===== config.mk =====
export PLATFORM = sky130hd
export DESIGN_NAME = can_busoff_recovery
export DESIGN_NICKNAME = d
export VERILOG_FILES = /design/src/rtl/can_bo_pkg.sv /design/src/rtl/bo_run_det.sv /design/src/rtl/bo_seq_cnt.sv /design/src/rtl/can_busoff_recovery.sv
export SDC_FILE = /design/constraint.sdc
export NUM_CORES = 1
export LEC_CHECK = 0
export BUFFER_PORTS_ARGS = -buffer_cell sky130_fd_sc_hd__buf_2
export CORE_MARGIN = 2
export CORE_UTILIZATION = 51
export CTS_CLUSTER_DIAMETER = 200
export DETAILED_ROUTE_END_ITERATION = 8
export PLACE_DENSITY = 0.82
export SLEW_MARGIN = 30
export SYNTH_ARGS = -nofsm -noshare
export SYNTH_HDL_FRONTEND = slang
export SYNTH_SLANG_ARGS = --single-unit

===== constraint.sdc =====
create_clock -name clk -period 1.7 [get_ports clk]
set_input_delay 0.17 -clock clk [delete_from_list [all_inputs] [get_ports clk]]
set_output_delay 0.17 -clock clk [all_outputs]
set_load 0.01 [all_outputs]

===== src/rtl/can_bo_pkg.sv =====
package can_bo_pkg;

    typedef enum logic [2:0] {
        LEC_NONE  = 3'd0,
        LEC_STUFF = 3'd1,
        LEC_FORM  = 3'd2,
        LEC_ACK   = 3'd3,
        LEC_BIT1  = 3'd4,
        LEC_BIT0  = 3'd5,
        LEC_CRC   = 3'd6,
        LEC_NOCHG = 3'd7
    } lec_e;

endpackage


===== src/rtl/bo_run_det.sv =====
module bo_run_det #(
    parameter int RUN_LEN = 11
) (
    input  logic clk,
    input  logic rst_n,
    input  logic clr_i,
    input  logic en_i,
    input  logic rx_rec_i,
    output logic done_o
);
    localparam int RUN_W = $clog2(RUN_LEN + 1);

    logic [RUN_W-1:0] cnt_d, cnt_q;
    logic             at_end;

    assign at_end = (cnt_q == RUN_W'(RUN_LEN - 1));
    assign done_o = en_i && rx_rec_i && at_end;

    always_comb begin
        cnt_d = cnt_q;
        if (clr_i) begin
            cnt_d = '0;
        end else if (en_i) begin
            if (!rx_rec_i || at_end) cnt_d = '0;
            else                     cnt_d = cnt_q + 1'b1;
        end
    end

    always_ff @(posedge clk or negedge rst_n) begin
        if (!rst_n) cnt_q <= '0;
        else        cnt_q <= cnt_d;
    end

endmodule


===== src/rtl/bo_seq_cnt.sv =====
module bo_seq_cnt #(
    parameter int RUNS  = 129,
    parameter int CNT_W = 8
) (
    input  logic             clk,
    input  logic             rst_n,
    input  logic             clr_i,
    input  logic             inc_i,
    output logic [CNT_W-1:0] count_o,
    output logic             last_o
);
    logic [CNT_W-1:0] cnt_d, cnt_q;

    assign last_o  = inc_i && (cnt_q == CNT_W'(RUNS - 1));
    assign count_o = cnt_q;

    always_comb begin
        cnt_d = cnt_q;
        if (clr_i || last_o) cnt_d = '0;
        else if (inc_i)      cnt_d = cnt_q + 1'b1;
    end

    always_ff @(posedge clk or negedge rst_n) begin
        if (!rst_n) cnt_q <= '0;
        else        cnt_q <= cnt_d;
    end

endmodule


===== src/rtl/can_busoff_recovery.sv =====
module can_busoff_recovery
    import can_bo_pkg::*;
#(
    parameter int RUN_LEN   = 11,
    parameter int IDLE_RUNS = 129,
    parameter int CNT_W     = 8
) (
    input  logic             clk,
    input  logic             rst_n,
    input  logic             busoff_evt_i,
    input  logic             bit_strobe_i,
    input  logic             rx_bit_i,
    input  logic             init_set_i,
    input  logic             init_clr_i,
    output logic             init_o,
    output logic             bus_off_o,
    output logic             bus_active_o,
    output logic [2:0]       lec_o,
    output logic [CNT_W-1:0] rec_seq_o,
    output logic             err_clr_o,
    output logic             recovered_o
);
    typedef struct packed {
        logic bus_off;
        logic init;
        lec_e lec;
        logic recovered;
        logic err_clr;
    } state_t;

    state_t st_d, st_q;

    logic entry;
    logic count_en;
    logic run_done;
    logic seq_last;

    assign entry    = busoff_evt_i && !st_q.bus_off;
    assign count_en = st_q.bus_off && !st_q.init && bit_strobe_i;

    bo_run_det #(.RUN_LEN(RUN_LEN)) u_run (
        .clk     (clk),
        .rst_n   (rst_n),
        .clr_i   (entry),
        .en_i    (count_en),
        .rx_rec_i(rx_bit_i),
        .done_o  (run_done)
    );

    bo_seq_cnt #(.RUNS(IDLE_RUNS), .CNT_W(CNT_W)) u_seq (
        .clk    (clk),
        .rst_n  (rst_n),
        .clr_i  (entry),
        .inc_i  (run_done),
        .count_o(rec_seq_o),
        .last_o (seq_last)
    );

    always_comb begin
        st_d           = st_q;
        st_d.recovered = 1'b0;
        st_d.err_clr   = 1'b0;
        if (init_set_i)      st_d.init = 1'b1;
        else if (init_clr_i) st_d.init = 1'b0;
        if (entry) begin
            st_d.bus_off = 1'b1;
            st_d.init    = 1'b1;
        end
        if (run_done) st_d.lec = LEC_BIT0;
        if (seq_last) begin
            st_d.bus_off   = 1'b0;
            st_d.recovered = 1'b1;
            st_d.err_clr   = 1'b1;
        end
    end

    always_ff @(posedge clk or negedge rst_n) begin
        if (!rst_n) begin
            st_q.bus_off   <= 1'b0;
            st_q.init      <= 1'b0;
            st_q.lec       <= LEC_NONE;
            st_q.recovered <= 1'b0;
            st_q.err_clr   <= 1'b0;
        end else begin
            st_q <= st_d;
        end
    end

    assign init_o       = st_q.init;
    assign bus_off_o    = st_q.bus_off;
    assign bus_active_o = !st_q.init && !st_q.bus_off;
    assign lec_o        = st_q.lec;
    assign err_clr_o    = st_q.err_clr;
    assign recovered_o  = st_q.recovered;

endmodule


### Word-level counts from Yosys, hierarchy flattened

Index checks and enable logic that the tools add are counted.

* register bits after elaboration: 17
* logic and storage cells: 37
* output and inout port bits: 16
* bits of input ports: 7

* equal/unequal tests: 2
* reductions and logical operators: 16
* mux-type cells: 10
* add/sub/neg operators: 2

Operators by type and width (count)
* $mux 8: 2
* $mux 4: 3
* $add 8x1->8 const B: 1
* $eq 8x8->1 const B: 1
* $logic_and 1x1->1: 7
* $reduce_bool 2->1: 3
* $add 4x1->4 const B: 1
* $eq 4x4->1 const B: 1
* $mux 2: 2
* $logic_not 1->1: 3
* $mux 1: 3
* $reduce_bool 3->1: 1
* $logic_or 1x1->1: 2

### Depth between registers and ports, before layout

Gate-level depths: netlist (run 1).

* word-level depth: 8
* gate-level depth with buffers: 6

### Hierarchy

A second synthesis (run 1) with hierarchy kept.

* cell total of the unflattened synthesis: 86
* area total of the unflattened synthesis: 863.3 um^2

Modules (own cells, without submodules)
* bo_seq_cnt: times used 1, area an instance 444.2 um^2, cells each 44
* bo_run_det: times used 1, area an instance 245.2 um^2, cells each 26
* can_busoff_recovery: times used 1, area an instance 173.9 um^2, cells each 16

### Worst setup path before layout (run 1)

No wires, ideal clock.

* path kind: flip-flop to flip-flop
* start point: reg u_run.cnt_q[0]
* end point: reg u_seq.cnt_q[5], in the netlist u_seq.count_o[5]
* cell stages (with the launch flop): 7
* buffers on the path: 0
* data arrival time: 1.346 ns
* required time: 1.575 ns
* path slack: 0.230 ns
* library setup time: 0.125 ns
* cells stage by stage: dfrtp_1 > inv_1 > ha_1 > nand3b_1 > nor4_2 > xnor2_1 > nor2_2

* cells in the longest elaborated chain, start to end: 5

Ends and longest elaborated chain
* start, declared: line bo_run_det.sv:13 `logic [RUN_W-1:0] cnt_d, cnt_q;`
* start signal, assigned: line bo_run_det.sv:31 `else cnt_q <= cnt_d;`
* $eq 4x4->1 (*): line bo_run_det.sv:16 `assign at_end = (cnt_q == RUN_W'(RUN_LEN - 1));`
* $logic_and 1x1->1 (*): line bo_run_det.sv:17 `assign done_o = en_i && rx_rec_i && at_end;`
* $logic_and 1x1->1: line bo_seq_cnt.sv:14 `assign last_o = inc_i && (cnt_q == CNT_W'(RUNS - 1));`
* $logic_or 1x1->1: line bo_seq_cnt.sv:19 `if (clr_i || last_o) cnt_d = '0;`
* $mux 8 or $reduce_bool 2->1 (tied branches)
* end signal, assigned: line bo_seq_cnt.sv:25 `else cnt_q <= cnt_d;`
* end, declared: line bo_seq_cnt.sv:12 `logic [CNT_W-1:0] cnt_d, cnt_q;`

Every way passes the cells marked *; elsewhere a longest branch is shown, timed or not.
A chain may end at the register's enable or synchronous reset.

### Final worst setup path (run 1)

* start point: reg u_run.cnt_q[0]
* end point: reg u_seq.cnt_q[7], in the netlist u_seq.count_o[7]

Same word-level chain as after synthesis.

==> results of run 1 <==
==> repair_timing <==
item	CTS	global route
endpoints found under the hold margin	16	0
hold buffers	1	0
endpoints found under the setup margin	0	4
setup buffers	0	1
==> report_power, final <==
| part | internal, mW | total, mW | leakage [nW] | switching, mW |
|---|---|---|---|---|
| clock network | 0.130 | 0.256 | 0.0210 | 0.126 |
| registers | 0.395 | 0.411 | 0.213 | 0.0164 |
| logic | 0.0269 | 0.0614 | 0.289 | 0.0345 |
| total | 0.552 | 0.729 | 0.523 | 0.177 |
==> logic make-up (layout without fill, tap and decap cells) <==
kind of cell    after synthesis  in the layout  share of synthesized area (%)
compound gates               10             10                           7.21
xor+xnor                      6              6                           5.83
fa+ha+maj                     4              4                           5.55
buf+inv                       9             33                           4.99
flops                        16             16                           44.4
other cells                   1              1                          0.416
simple gates                 46             46                           31.6
==> flip-flops by register name (all words and copies together), names as in the netlist <==
| signal | count |
|---|---|
| u_run.cnt_q | 4 |
| err_clr_o | 1 |
| lec_o | 1 |
| u_seq.count_o | 8 |
| bus_off_o | 1 |
| init_o | 1 |
==> Yosys cell counts (all sizes together) <==
cell type,number,area [sq um]
nor4,4,50.1
a21oi,3,15.0
and4b,1,10.0
nand3,5,25.0
nand3b,1,7.51
o21ai,3,15.0
nand2b,1,6.26
a211o,2,17.5
nand2,9,36.3
nand4b,2,32.5
nor2,12,50.1
dfrtp,16,400
xnor2,6,52.6
and3b,1,8.76
buf,3,22.5
and2b,1,7.51
nor3,4,20.0
inv,6,22.5
o21bai,1,11.3
ha,4,50.1
nand4,4,25.0
a31oi,1,6.26
conb,1,3.75
nor2b,1,6.26
==> worst paths after layout <==
kind | start | end | slack, ps | depth (start not counted)
max reg2reg | u_run.cnt_q[0] | u_seq.count_o[7] | 190 | 7
min reg2reg | lec_o[0] | lec_o[0] | 500 | 1
min in group asynchronous | rst_n | lec_o[0] | 320 | 2
min | init_set_i | init_o | 60 | 2
max in group asynchronous | rst_n | u_run.cnt_q[3] | 1120 | 2
max | u_run.cnt_q[0] | u_seq.count_o[7] | 190 | 7
==> cell type report <==
| class | instances | area (sq um) | area share, % |
|---|---|---|---|
| timing repair buffer | 23 | 123 | 11.6 |
| inverter | 6 | 22.5 | 2.13 |
| sequential | 16 | 400 | 37.8 |
| tap | 17 | 21.3 | 2.01 |
| clock buffer | 4 | 36.3 | 3.42 |
| multi-input combinational | 67 | 457 | 43.1 |
==> per-layer routing <==
metal  part of all wire (%)  global-route usage, %
met5                      0                      0
met4                    1.8                   12.6
met3                    5.9                   3.92
met2                     48                   32.5
met1                     44                   20.9
==> out/metrics.cfg, run 1 <==
[route]
ant_nets = 0
dr.first_iter.drc_count = 11
wl_per_cell_um = 13.1
vias = 736
first_pass_iters = 4
routed_wl_um = 1740
drc = 0
via_per_inst = 5.53

[critical_path]
critPathLaunchType = flop
worstPathCellList = inv_1, ha_1, nand3b_1, buf_4, nor4_2, xnor2_1, nor2_2
cp_num_buf_inv = 2
arrival_ps = 1690
path_max_fanout = 8
crit_path_end_kind = flop
worst_ep_required_time_ps = 1880
cp_top_family = flip-flops
cp_slowest_cell = dfrtp_1
critPathKind = reg -> reg
max_stage_delay_ps = 430

[timing]
max_freq_mhz = 662
min_period_over_period_pct = 88.8
maxSlewViolCount = 0
holdWs_ps = 62.2
rsz0062_at_grt = no
fin_crit_ps = 1510
setup-tns-final_ps = 0
setup_viol = 0
setup_ws_ps = 190
fin_skew_ps = 1.31
hold_viol_final = 0

[yosys]
synth.avg_cell_area_sq_um = 9.81
synthDistinctLibCells = 27
syn_area_sq_um = 902
ys_warn_count = 0
synthCells = 92
syn_nets = 103
ys_seq_area_share_pct = 44.4
synth-seq-cells = 16

[floorplan]
ios = 23
initial_core_util_pct = 53.4
fp.dieW_um = 46.1
dieArea_sq_um = 2120
die_y_um = 46.1
core_area_sq_um = 1690
rows = 15

[final_layout]
final_cell_mix = 21 x buf_2, 16 x dfrtp_1, 10 x nor2_1
area_growth_pct = 17.5
drive_above_1_share_pct = 30.2
design_area_sq_um = 1060
diodes = 0
nFillCells = 139
post-route-util_pct = 62.7
layout.cells.non_filler = 133
mostFrequentLayoutCell = buf_2
nNetsFinal = 128

[clocking]
cts_tree = yes
cts_resized = 0
clockBufferDepth = 2
cts_buffers = 3
cts.clk_slew.worst_paths_ps = 100
cts-root-buf = clkbuf_4
clk_latency_ps = 290
clock_sinks = 16
h-tree-depth = 1

[placement]
place_ws_ps = 92.3
place_inst = 127
io_buffers = 21
gp_congestion = 0.816
dpl_cell_area_sq_um = 1010
hpwlAfterDp_um = 1280

[grt]
antenna_found_initial = 0
grt_max_degree = 17
grt_pass1_wl_um = 2800
grt_pass1_vias = 690
grt_overflow = 0
grtUsageTotal_pct = 19.0

[run]
maxCapViolCount = 0

[min_path]
hold_path.class = in -> reg

[pwr]
peakVddDrop_uv = 432
p_per_area_nw_per_um2 = 688
leakage_nw = 0.523
total_power_uw = 729

[outcome]
outcome = finished clean

No activity file was read; power rests on OpenSTA's default activity.
==> run 2: changes to the inputs <==
--- a/config.mk
+++ b/config.mk
@@ -10,6 +10,8 @@
 export CORE_UTILIZATION = 51
 export CTS_CLUSTER_DIAMETER = 200
 export DETAILED_ROUTE_END_ITERATION = 8
+export GPL_TIMING_DRIVEN = 0
+export MAX_ROUTING_LAYER = met4
 export PLACE_DENSITY = 0.82
 export SLEW_MARGIN = 30
 export SYNTH_ARGS = -nofsm -noshare
==> run 2 against run 1 <==
  * Worst setup slack worse by 98 ps
  * Largest power group unchanged
  * Worst hold slack worse by 1.1 ps
  * Final cell count up 2.3%
  * Die area stayed put
  * Highest routed layer unchanged
==> out/metrics.cfg, run 2 (synthesized netlist as in run 1, its figures left out) <==
[outcome]
outcome = finished clean

[clocking]
h-tree-depth = 1
cts-root-buf = clkbuf_4
cts_tree = yes
clk_latency_ps = 280
clock_sinks = 16
cts.clk_slew.worst_paths_ps = 100
cts_resized = 0
cts_buffers = 3
clockBufferDepth = 2

[route]
drc = 0
wl_per_cell_um = 13.7
routed_wl_um = 1870
ant_nets = 0
dr.first_iter.drc_count = 10
via_per_inst = 5.68
first_pass_iters = 4
vias = 772

[placement]
hpwlAfterDp_um = 1390
gp_congestion = 0.820
io_buffers = 21

[pwr]
peakVddDrop_uv = 544
seqPwrFrac_pct = 56.5
total_power_uw = 730
p_clk_share_pct = 34.9
power.share.combinational_pct = 8.6
power.internal_uw = 553
leakage_nw = 0.540
switching_share_pct = 24.1
p_per_area_nw_per_um2 = 674
p_sw_uw = 176

[final_layout]
nNetsFinal = 131
drive_above_1_share_pct = 31.9
area_growth_pct = 20.0
largest_reg_flops = 8
final_cell_mix = 21 x buf_2, 16 x dfrtp_1, 10 x nor2_1
diodes = 0
post-route-util_pct = 64.1
mostFrequentLayoutCell = buf_2

[timing]
holdWs_ps = 61.1
maxSlewViolCount = 0
min_period_over_period_pct = 94.6
setup_viol = 0
fin_crit_ps = 1610
max_freq_mhz = 622
setup-tns-final_ps = 0
hold_viol_final = 0
fin_skew_ps = 2.58

[critical_path]
critPathLaunchType = flop
crit_path_end_kind = flop
worst_ep_required_time_ps = 1880
arrival_ps = 1780
critPathKind = reg -> reg
path_max_fanout = 8

[floorplan]
die_y_um = 46.1
ios = 23
dieArea_sq_um = 2120
core_area_sq_um = 1690
fp.dieW_um = 46.1
rows = 15
initial_core_util_pct = 53.4

[grt]
grt_overflow = 0
grt_pass1_wl_um = 3010
grt_max_degree = 17
grt_pass1_vias = 713
antenna_found_initial = 0
grtUsageTotal_pct = 20.7

[min_path]
hold_path.class = in -> reg

[run]
maxCapViolCount = 0

==> run 2: cell type report <==
cell class	instances	area, sq um
timing repair buffer	23	123
inverter	6	22.5
buffer	3	22.5
tap	17	21.3
multi-input combinational	67	457
sequential	16	400
fill	147	607
clock buffer	4	36.3
==> run 2: layer usage <==
metal  vias up  global-route usage [%]  share of wire, %
met4         0                    9.71               2.4
met5         -                       -                 0
met3         6                    2.75               5.6
met1       368                    24.9                42
li1        368                       -                 -
met2        30                    33.9                50
==> run 2: per-stage QoR <==
stage,instance area [sq um],setup slack [ps],cells
floorplan,902,230,92
global placement,1030,104,130
CTS,1070,26.5,135
finish,1080,92.0,136
detailed placement,1030,42.5,130
global route,1080,-1.81,136
==> run 2: path summary, 6_finish.rpt <==
kind | startpoint | endpoint | slack (ps) | cells past startpoint
worst max-delay path | u_run.cnt_q[0] | u_seq.count_o[4] | 90 | 7
worst min-delay path | init_set_i | init_o | 60 | 2
worst max register to register | u_run.cnt_q[0] | u_seq.count_o[4] | 90 | 7
worst min register to register | lec_o[0] | lec_o[0] | 500 | 1
max in group asynchronous | rst_n | u_run.cnt_q[0] | 1100 | 2
min in group asynchronous | rst_n | u_seq.count_o[7] | 330 | 2
==> run 2: what timing repair did <==
| action | CTS | global route |
|---|---|---|
| hold buffers | 1 | 0 |
| hold endpoints to repair | 16 | 0 |
| setup endpoints to repair | 0 | 7 |
| buffers inserted | 0 | 1 |
==> run 2: power by group through the flow <==
stage | Clock [mW] | Combinational (mW) | Sequential [mW]
after floorplan | 0 | 0.0348 | 0.416
after global placement | 0 | 0.0580 | 0.418
after detailed placement | 0 | 0.0625 | 0.420
after CTS | 0.261 | 0.0643 | 0.413
after global routing | 0.277 | 0.0739 | 0.416
final | 0.255 | 0.0627 | 0.412
==> run 2: critical path: stages, from the launching register on <==
cell      delay, ps
dfrtp_1         440
inv_1            80
ha_1            170
nand3b_1         80
buf_4           180
nor4_2          310
xnor2_1         190
nor2_1           60
==> run 3: changes to the inputs <==
--- a/config.mk
+++ b/config.mk
@@ -10,7 +10,6 @@
 export CORE_UTILIZATION = 51
 export CTS_CLUSTER_DIAMETER = 200
 export DETAILED_ROUTE_END_ITERATION = 8
-export GPL_TIMING_DRIVEN = 0
 export MAX_ROUTING_LAYER = met4
 export PLACE_DENSITY = 0.82
 export SLEW_MARGIN = 30
==> run 3 against run 2 <==
  * Die area is the same
  * Via count shrank 5.6%
  * Utilization shrank 1.3 points
  * Clock power is essentially flat
  * Sequential share of layout area grew 0.79 points
  * Highest routed layer unchanged
==> out/metrics.cfg, run 3 (synthesized netlist as in run 1, its figures left out) <==
[outcome]
outcome = finished clean

[route]
via_per_inst = 5.48
highest_layer = met4
first_pass_iters = 4
routed_wl_um = 1730
ant_nets = 0
drc = 0
wl_per_cell_um = 13.0
dr.first_iter.drc_count = 11
met2_wirelength_um = 853
wl_met1_um = 767
vias = 729
dr_wl_met3_um = 93

[critical_path]
crit_path_end_kind = flop
r2r_cells = 7
reg2reg_slack_ps = 190
worst_ep_required_time_ps = 1880
reg2reg_from = u_run.cnt_q[0]
crit_path_end = u_seq.count_o[7]
path_max_fanout = 8
setup.worst_path.start = u_run.cnt_q[0]
critPathKind = reg -> reg
critPathLaunchType = flop
arrival_ps = 1690
crit-reg2reg-capture = u_seq.count_o[7]

[final_layout]
area_growth_pct = 17.5
nNetsFinal = 128
mostFrequentLayoutCell = buf_2
post-route-util_pct = 62.7
largest_reg_flops = 8
diodes = 0
nFillCells = 139
final_cell_mix = 21 x buf_2, 16 x dfrtp_1, 10 x nor2_1
drive_above_1_share_pct = 30.2
design_area_sq_um = 1060

[pwr]
seqPwrFrac_pct = 56.6
leakage_nw = 0.523
power.share.combinational_pct = 8.4
switching_share_pct = 24.1
p_clk_share_pct = 35.0
power.internal_uw = 552
peakVddDrop_uv = 430
p_per_area_nw_per_um2 = 686
p_sw_uw = 175

[placement]
io_buffers = 21
dpl_cell_area_sq_um = 1010
gp_congestion = 0.828
place_ws_ps = 92.3
hpwlAfterDp_um = 1280

[grt]
grt_overflow = 0
grt_pass1_vias = 690
antenna_found_initial = 0
grt_max_degree = 17
grt_pass1_wl_um = 2810
grtUsageTotal_pct = 19.6

[timing]
fin_crit_ps = 1510
hold_viol_final = 0
setup_viol = 0
max_freq_mhz = 662
maxSlewViolCount = 0
holdWs_ps = 65.2
setup-tns-final_ps = 0
rsz0062_at_grt = no
fin_skew_ps = 0.280
min_period_over_period_pct = 88.8
setup_ws_ps = 190

[clocking]
cts_buffers = 3
cts_tree = yes
h-tree-depth = 1
clock_sinks = 16
cts.clk_slew.worst_paths_ps = 100
clk_latency_ps = 280
clockBufferDepth = 2
cts-root-buf = clkbuf_4

[floorplan]
fp.dieW_um = 46.1
dieArea_sq_um = 2120
die_y_um = 46.1
rows = 15
ios = 23
initial_core_util_pct = 53.4
core_area_sq_um = 1690

[min_path]
hold_path.class = in -> reg

[run]
maxCapViolCount = 0

-- run 3: worst min path at each step --
| stage | cells after the start | endpoint | from | slack, ps |
|---|---|---|---|---|
| after floorplan | 0 | bus_off_o | rst_n | -130 |
| after global placement | 1 | lec_o[0] | rst_n | 100 |
| after detailed placement | 1 | lec_o[0] | rst_n | 100 |
| after CTS | 2 | init_o | init_set_i | 60 |
| after global routing | 2 | init_o | init_set_i | 50 |
| final | 2 | init_o | init_set_i | 70 |
-- run 3: per-layer routing --
layer	global-route usage [%]	vias to the layer above
li1	-	363
met1	20.9	336
met2	32.5	28
met3	3.92	2
met4	12.6	0
met5	-	-
-- run 3: metrics by stage --
step                      total power [mW]  std cells
after floorplan                      0.451         92
after global placement               0.473        127
after detailed placement             0.480        127
after CTS                            0.737        132
after global routing                 0.771        133
final                                0.727        133
-- run 3: area by class of cell --
type	instances	area [sq um]	share of cell area [%]
tap	17	21.3	2.01
sequential	16	400	37.8
timing repair buffer	23	123	11.6
clock buffer	4	36.3	3.42
multi-input combinational	67	457	43.1
inverter	6	22.5	2.13
-- run 3: timing repair --
action	4_1_cts	5_1_grt
setup endpoints to repair	0	4
hold endpoints to repair	16	0
resized for setup	0	0
setup buffers	0	1
hold buffers	1	0
-- run 3: power by group through the flow --
stage	Clock, mW	Combinational [mW]	Sequential [mW]
final	0.254	0.0614	0.411
after global routing	0.285	0.0701	0.416
after CTS	0.263	0.0630	0.411
after detailed placement	0	0.0608	0.419
after global placement	0	0.0565	0.417
after floorplan	0	0.0348	0.416
-- run 3: critical path, stage by stage, from the launching register on --
cell and delay (ps):
dfrtp_1 430, inv_1 80, ha_1 160, nand3b_1 80, buf_4 170, nor4_2 280, xnor2_1 160, nor2_2 40
